[src/rtl/irq_chain_pkg.sv]
package irq_chain_pkg;

  typedef enum logic [1:0] {
    ST_IDLE  = 2'd0,
    ST_CLAIM = 2'd1,
    ST_PASS  = 2'd2
  } ack_state_e;

  // Choice taken at the acknowledge falling edge.
  function automatic ack_state_e ack_choice(input logic pending);
    return pending ? ST_CLAIM : ST_PASS;
  endfunction

  // Pending flag update: a raise beats a clear so no event is lost.
  function automatic logic pend_update(input logic cur, input logic set, input logic clr);
    if (set)      return 1'b1;
    else if (clr) return 1'b0;
    else          return cur;
  endfunction

endpackage

[src/rtl/irq_vec_reg.sv]
module irq_vec_reg #(
  parameter int         VEC_W   = 8,
  parameter logic [VEC_W-1:0] RST_VAL = 'h0F
) (
  input  logic             clk,
  input  logic             rst_n,
  input  logic             wr_en,
  input  logic [VEC_W-1:0] wr_data,
  output logic [VEC_W-1:0] vec
);
  always_ff @(posedge clk) begin
    if (!rst_n)     vec <= RST_VAL;
    else if (wr_en) vec <= wr_data;
  end
endmodule

[src/rtl/irq_pend_flag.sv]
module irq_pend_flag
  import irq_chain_pkg::*;
(
  input  logic clk,
  input  logic rst_n,
  input  logic set,
  input  logic clr,
  output logic pending
);
  always_ff @(posedge clk) begin
    if (!rst_n) pending <= 1'b0;
    else        pending <= pend_update(pending, set, clr);
  end
endmodule

[src/rtl/irq_ack_ctrl.sv]
module irq_ack_ctrl
  import irq_chain_pkg::*;
#(
  parameter int VEC_W = 8
) (
  input  logic             clk,
  input  logic             rst_n,
  input  logic             ack_in_n,
  input  logic             pending,
  input  logic [VEC_W-1:0] vec,
  output logic             ack_fall,
  output logic             claiming,
  output logic             passing,
  output logic [VEC_W-1:0] held_vec
);
  logic       ack_q;
  ack_state_e state_q;

  assign ack_fall = ack_q & ~ack_in_n;
  assign claiming = (state_q == ST_CLAIM);
  assign passing  = (state_q == ST_PASS);

  always_ff @(posedge clk) begin
    if (!rst_n) begin
      ack_q    <= 1'b1;
      state_q  <= ST_IDLE;
      held_vec <= '0;
    end else begin
      ack_q <= ack_in_n;
      if (ack_in_n) begin
        state_q <= ST_IDLE;
      end else if (ack_fall) begin
        state_q <= ack_choice(pending);
        if (pending) held_vec <= vec;
      end
    end
  end
endmodule

[src/rtl/irq_chain_node.sv]
module irq_chain_node #(
  parameter int               VEC_W      = 8,
  parameter logic [VEC_W-1:0] UNINIT_VEC = 'h0F
) (
  input  logic             clk,
  input  logic             rst_n,
  input  logic             vec_wr_en,
  input  logic [VEC_W-1:0] vec_wr_data,
  input  logic             raise_req,
  input  logic             clr_req,
  output logic             req_n,
  input  logic             ack_in_n,
  output logic             ack_out_n,
  output logic [VEC_W-1:0] bus_data,
  output logic             bus_oe,
  output logic             dtack_n
);
  logic [VEC_W-1:0] vec_cur;
  logic [VEC_W-1:0] vec_held;
  logic             pending;
  logic             ack_fall;
  logic             claiming;
  logic             passing;

  irq_vec_reg #(.VEC_W(VEC_W), .RST_VAL(UNINIT_VEC)) u_vec (
    .clk(clk), .rst_n(rst_n), .wr_en(vec_wr_en), .wr_data(vec_wr_data), .vec(vec_cur)
  );

  irq_pend_flag u_pend (
    .clk(clk), .rst_n(rst_n), .set(raise_req), .clr(clr_req), .pending(pending)
  );

  irq_ack_ctrl #(.VEC_W(VEC_W)) u_ack (
    .clk(clk), .rst_n(rst_n), .ack_in_n(ack_in_n), .pending(pending), .vec(vec_cur),
    .ack_fall(ack_fall), .claiming(claiming), .passing(passing), .held_vec(vec_held)
  );

  assign req_n     = ~pending;
  assign ack_out_n = ~passing;
  assign bus_oe    = claiming;
  assign dtack_n   = ~claiming;
  assign bus_data  = claiming ? vec_held : '0;
endmodule

[config.mk]
export PLATFORM = sky130hd
export DESIGN_NAME = irq_chain_node
export DESIGN_NICKNAME = d
export VERILOG_FILES = /design/src/rtl/irq_chain_pkg.sv /design/src/rtl/irq_vec_reg.sv /design/src/rtl/irq_pend_flag.sv /design/src/rtl/irq_ack_ctrl.sv /design/src/rtl/irq_chain_node.sv
export SDC_FILE = /design/constraint.sdc
export NUM_CORES = 1
export LEC_CHECK = 0
export BUFFER_PORTS_ARGS = -buffer_cell sky130_fd_sc_hd__buf_2
export CORE_MARGIN = 2
export CORE_UTILIZATION = 40
export CTS_BUF_LIST = sky130_fd_sc_hd__clkbuf_4 sky130_fd_sc_hd__clkbuf_8
export DETAILED_ROUTE_END_ITERATION = 10
export GPL_TIMING_DRIVEN = 0
export PLACE_DENSITY_LB_ADDON = 0.25
export SYNTH_ARGS = -nofsm -noshare
export SYNTH_HDL_FRONTEND = slang
export SYNTH_SLANG_ARGS = --single-unit
[constraint.sdc]
create_clock -name clk -period 1.51 [get_ports clk]
set_clock_uncertainty 0.1 [all_clocks]
set_input_delay 0.2265 -clock clk [delete_from_list [all_inputs] [get_ports clk]]
set_output_delay 0.2265 -clock clk [all_outputs]
set_load 0.05 [all_outputs]
==> results of run 1 <==
synthesized netlist by cell type:
library cell / number / area (um^2)
dfxtp_1: 20 / 400
nand2_1: 20 / 75.1
mux2i_1: 17 / 170
and2_1: 8 / 50.1
nor2b_1: 5 / 31.3
buf_2: 4 / 20.0
nand2b_1: 4 / 25.0
inv_1: 2 / 7.51
a21oi_1: 1 / 5.00
and3b_1: 1 / 8.76
buf_4: 1 / 7.51
buf_6: 1 / 11.3
nor2_1: 1 / 3.75
nor2b_2: 1 / 8.76
o21a_1: 1 / 7.51
state kept, by name (all words and copies together) (netlist names):
name	cells
u_ack.held_vec	8
u_ack.ack_q	1
u_vec.vec	8
u_pend.pending	1
u_ack.state_q	2
report_power, final:
group | switching, mW | internal [mW] | leakage (nW) | total [mW]
combinational | 0.0635 | 0.0587 | 0.339 | 0.122
sequential | 0.0165 | 0.554 | 0.165 | 0.570
clock | 0.155 | 0.268 | 0.0279 | 0.423
cell type report:
type                    count  area [um^2]  share of cell area (%)
multi-input cells          59          413                    35.1
flip-flops and latches     20          403                    34.2
repair buffers             25          223                    18.9
plain buffers               6         45.0                    3.83
well taps                  27         33.8                    2.87
clock inverters             1         30.0                    2.55
clock buffers               3         22.5                    1.91
inverters                   2         7.51                   0.638
routing by layer:
layer	vias to the layer above	wire (um)	track usage, %
li1	331	-	-
met1	296	743	18.1
met2	16	711	24.2
met3	2	63	2.73
met4	0	10	5.56
met5	-	0	0
per-stage QoR:
stage | setup slack, ns | TNS, ns | cell area (um^2)
finish | -0.0243 | -0.133 | 1180
global route | -0.0836 | -0.617 | 1180
CTS | -0.0299 | -0.180 | 1170
detailed placement | 0.133 | 0 | 991
global placement | 0.155 | 0 | 991
floorplan | 0.0965 | 0 | 842
how the worst min path moves through the flow:
stage,start,end
floorplan,raise_req,u_pend.pending
global placement,raise_req,u_pend.pending
detailed placement,raise_req,u_pend.pending
CTS,raise_req,u_pend.pending
global route,vec_wr_data[2],u_vec.vec[2]
finish,raise_req,u_pend.pending
cells by family after synthesis:
| group | share of synthesized area [%] |
|---|---|
| multiplexers | 20.5 |
| flip-flops | 48.1 |
| buffers and inverters | 5.56 |
| AND/OR/NAND/NOR | 24.4 |
| AO/OA/AOI/OAI | 1.50 |
critical path: cells and delay by family (launching register included):
family,cells,cell delay [ns]
buffers and inverters,2,0.27
DFF,1,0.35
and+or+nand+nor,2,0.30
what timing repair did:
action	in CTS	in global routing
buffers inserted	1	0
resized for setup	40	5
setup endpoints to repair	10	10
cloned	1	0
pin swaps	8	0
==> summary.md, run 1 <==
| Metric | Value |
|---|---|
| Outcome | `finished, violations left` |
| Failing checks | `negative setup slack` |
| Crit end category | `output pin` |
| Final #Nets | `131` |
| Global-route wire length before repair | `2790 um` |
| Commonest non-fill, non-tap cell in the layout | `nand2_1` |
| Vias in the first global route | `675` |
| Total Power | `1.12 mW` |
| Port Buffer Count | `23` |
| Via count | `645` |
| Worst hold margin | `0.0316 ns` |
| Least-Margin Pin Slew | `0.242 ns` |
| Mapped Nets | `101` |
| Mapped cell area | `832 um^2` |
| Critical Path End | `bus_data[2]` |
| Worst hold path depth | `2` |
| ANT nets after route | `0` |
| Fmax | `0.652 GHz` |
| Fillers | `183` |
| Worst vdd ir | `0.581 mV` |
| Inst Count DP | `137` |
| CTS Buffer Depth | `2` |
| Clock sink count | `20` |
| Worst r2r path cells | `3` |
| Final wirelength | `1530 um` |
| CP max FO | `5` |
| WL/cell | `10.7 um` |
| Drt initial violations | `4` |
| Synthesis Warnings | `0` |
| Setup violators final | `8` |
| Die Wd | `49.6 um` |
| Mapped Cells | `87` |
| Reg2reg setup slack | `0.42 ns` |
| RSZ-0062 raised after global routing | `true` |
| Critical path's slowest cell | `dfxtp_2` |
| Hold Path Class | `in2reg` |
| Fin crit period | `1.53 ns` |
| Initial core utilization | `42.4%` |
| Core ar. | `0.00196 mm^2` |
| Library cells used by synthesis | `15` |
| CP cell instances | `nor2b_4 > buf_6 > and2_4 > buf_8` |
| Largest net degree at the start of global routing | `13` |
| Reg-to-Reg End | `u_ack.held_vec[0]` |
| Routability Congestion | `0.698` |
| TritonRoute pass-1 iters | `4` |
| Fin. max-slew vios | `0` |
| Total CTS buffers | `3` |
| Synthesis-stage register bit count | `20` |
| PwrDens | `947 mW/mm^2` |
| Vias/cell | `4.51` |
| Lkg Pwr | `0.532 nW` |
| Commonest non-fill, non-tap cells in the layout | `nand2_1, dfxtp_1, mux2i_1` |
| CTS tree | `yes` |
| Critical Path AT | `1.21 ns` |
| Total Die Area | `0.00246 mm^2` |
| Clk root buf | `clkbuf_4` |
| CTS Hold Buffers Added | `0` |
| Post-DP HPWL | `1060 um` |
| Register area share after synthesis | `48.1%` |
| Req. time, crit path | `1.18 ns` |
| Post-route insts no fill | `143` |
| Layout cells sized above 1 | `40.5%` |
| GRT Total Usage | `14.4%` |
| Worst setup margin | `-0.0243 ns` |
| Grt total ovfl | `0` |
| Worst-Skew Late Latency | `0.29 ns` |
| Ports | `26` |
| Crit path launch | `u_ack.state_q[0]` |
| Syn avg cell area | `9.56 um^2` |
| Max Cap Viol | `0` |
| RR Startpoint | `u_ack.ack_q` |
| Tcrit/Tclk final | `102%` |
| Crit path kind | `reg2out` |
| Remaining DRCs | `0` |
| Initial antenna violation count | `0` |
| Clk slew on worst S/H paths | `0.11 ns` |
| Max stage delay on crit path | `0.35 ns` |
| Fin. Hold Viols | `0` |
| Final core utilization | `60.0%` |
| Layout area overhead | `41.5%` |
| # rows | `16` |
| Critical path startpoint category | `register` |
| Die Span Y | `49.6 um` |
| H-tree lvl count | `1` |
| Antenna cells | `0` |
| Worst rel slew slack | `83.8%` |
No activity file was read; power rests on OpenSTA's default activity.
==> run 2: changes to the inputs <==
--- a/config.mk
+++ b/config.mk
@@ -5,6 +5,7 @@
 export SDC_FILE = /design/constraint.sdc
 export NUM_CORES = 1
 export LEC_CHECK = 0
+export ABC_AREA = 1
 export BUFFER_PORTS_ARGS = -buffer_cell sky130_fd_sc_hd__buf_2
 export CORE_MARGIN = 2
 export CORE_UTILIZATION = 40
==> run 2 against run 1 <==
Compared with the run above:
- hold slack improved by 0.012 ns
- largest power group unchanged
- routed wire length is 5.4% higher
- largest cell class is now sequential cells
- critical endpoint is now bus_data[6]
- the run still ends with negative setup slack left
- synthesized cell count grew 30%
- combinational power increased by 12%
- sequential share of layout area up 0.79 points
- flip-flop and latch count unchanged
==> summary.md, run 2 <==
| Metric | Value |
|---|---|
| Outcome | `finished, violations left` |
| Failing checks | `negative setup slack` |
| Mapped cell area | `808 um^2` |
| Commonest non-fill, non-tap cells in the layout | `nand2_1, nor2_1, dfxtp_1` |
| Crit path launch | `u_ack.state_q[0]` |
| Least-Margin Pin Slew | `0.238 ns` |
| Largest net degree at the start of global routing | `11` |
| Top post-synthesis cells by area | `dfxtp_1, nor2_1, nand2_1` |
| Total CTS buffers | `3` |
| H-tree lvl count | `1` |
| Multi-input gate area | `382 um^2` |
| PwrDens | `824 mW/mm^2` |
| Number of synthesized flops with an enable pin | `0` |
| WL/cell | `9.64 um` |
| Ys async rst share | `0%` |
| Largest registers | `u_ack.held_vec: 8 flops, u_vec.vec: 8 flops, u_ack.state_q: 2 flops` |
| Worst-Skew Late Latency | `0.28 ns` |
| Register area share after synthesis | `49.5%` |
| Mapped Cells | `113` |
| Inst Count DP | `163` |
| Die Span Y | `49.0 um` |
| CTS tree | `yes` |
| Final wirelength | `1610 um` |
| Leading area contributor after synthesis | `dfxtp_1` |
| Ports | `26` |
| CP max FO | `5` |
| Synth Flop Type | `dfxtp_1` |
| Library cells used by synthesis | `15` |
| Critical Path AT | `1.31 ns` |
| Final core utilization | `59.1%` |
| Crit path kind | `reg2out` |
| Total Power | `945 uW` |
| Tcrit/Tclk final | `108%` |
| Port Buffer Count | `23` |
| Hold Path Class | `in2reg` |
| Grt total ovfl | `0` |
| Fillers | `190` |
| Core ar. | `0.00194 mm^2` |
| Fmax | `0.612 GHz` |
| ANT nets after route | `0` |
| Initial antenna violation count | `0` |
| Remaining DRCs | `0` |
| Top-count cell post-synth | `nor2_1` |
| Worst hold margin | `0.0433 ns` |
| Commonest non-fill, non-tap cell in the layout | `nand2_1` |
| Fin. Hold Viols | `0` |
| Post-route insts no fill | `167` |
| RSZ-0062 raised after global routing | `true` |
| Fin crit period | `1.64 ns` |
| Layout area overhead | `42.0%` |
| Worst setup margin | `-0.125 ns` |
| Final instance area | `0.00115 mm^2` |
| Mapped Nets | `127` |
| Worst vdd ir | `0.499 mV` |
| Vias in the first global route | `618` |
| Layout cells sized above 1 | `32.1%` |
| Drt initial violations | `6` |
| CTS Hold Buffers Added | `0` |
| GRT Total Usage | `14.9%` |
| Clk slew on worst S/H paths | `0.10 ns` |
| Post-CTS Setup Inserts | `0` |
| CTS Buffer Depth | `2` |
| Clk root buf | `clkbuf_4` |
| Lkg Pwr | `0.553 nW` |
| Crit end category | `output pin` |
| Critical path startpoint category | `register` |
| Via count | `723` |
| Final setup TNS | `-1.05 ns` |
| TritonRoute pass-1 iters | `4` |
| DP Area | `977 um^2` |
| Post-synth top area share | `49.5%` |
| Final #Nets | `156` |
| Routability Congestion | `0.704` |
| Initial core utilization | `41.6%` |
| Setup violators final | `10` |
| Req. time, crit path | `1.18 ns` |
| Global-route wire length before repair | `2730 um` |
| Synth top cells by count | `nor2_1, nand2_1, dfxtp_1` |
| # rows | `16` |
| Fin. max-slew vios | `0` |
| Synthesis-stage register bit count | `20` |
| Total Die Area | `0.00240 mm^2` |
| Die Wd | `49.0 um` |
| Hold path start | `raise_req` |
| Syn avg cell area | `7.15 um^2` |
| Antenna cells | `0` |
| Sequential standard cell area | `402 um^2` |
| Worst rel slew slack | `84.1%` |
| Vias/cell | `4.33` |
| Place WS | `0.0301 ns` |
| Synthesis Warnings | `0` |
| Max Cap Viol | `0` |
| Post-DP HPWL | `1050 um` |
| Clock sink count | `20` |
| RR Startpoint | `u_ack.ack_q` |
-- run 2: path summary, 6_finish.rpt --
path,to,slack [ns],cells past startpoint
worst max-delay path,bus_data[6],-0.13,5
worst min-delay path,u_pend.pending,0.04,2
worst max register to register,u_ack.held_vec[1],0.45,4
worst min register to register,u_vec.vec[1],0.37,2
-- run 2: kinds of logic after synthesis --
logic type	share of synthesized area [%]
AOI/OAI and AO/OA	4.02
buffers and inverters	11.0
DFF	49.5
and+or+nand+nor	35.5
-- run 2: routing by layer --
layer / routed length [um] / track usage [%] / part of all wire [%]
met1: 729 / 20.0 / 45
met3: 53 / 2.76 / 3.3
met2: 817 / 23.7 / 51
met4: 9 / 5.71 / 0.56
met5: 0 / 0 / 0
-- run 2: area by class of cell --
type                       instances  share of cell area (%)
timing repair buffer              24                    17.8
sequential                        20                    35.0
clock buffer                       3                    1.96
inverter                          13                    4.25
tap                               27                    2.94
multi-input combinational         75                    33.3
buffer                             5                    4.80
-- run 2: timing repair --
item,in CTS,in global routing
gates cloned,1,0
pin swaps,1,1
gates resized for setup,32,9
endpoints found under the setup margin,10,10
endpoints found under the hold margin,0,0
-- run 2: worst max-delay path, stage by stage (launching register included) --
cell and delay [ns]:
dfxtp_2 0.35, inv_2 0.04, or2_4 0.24, buf_12 0.15, nor2_4 0.08, buf_6 0.16
-- run 2: power by group --
part / internal (mW) / switching [mW] / total [mW]
clock: 0.0925 / 0.143 / 0.235
sequential: 0.559 / 0.0140 / 0.573
combinational: 0.0523 / 0.0846 / 0.137
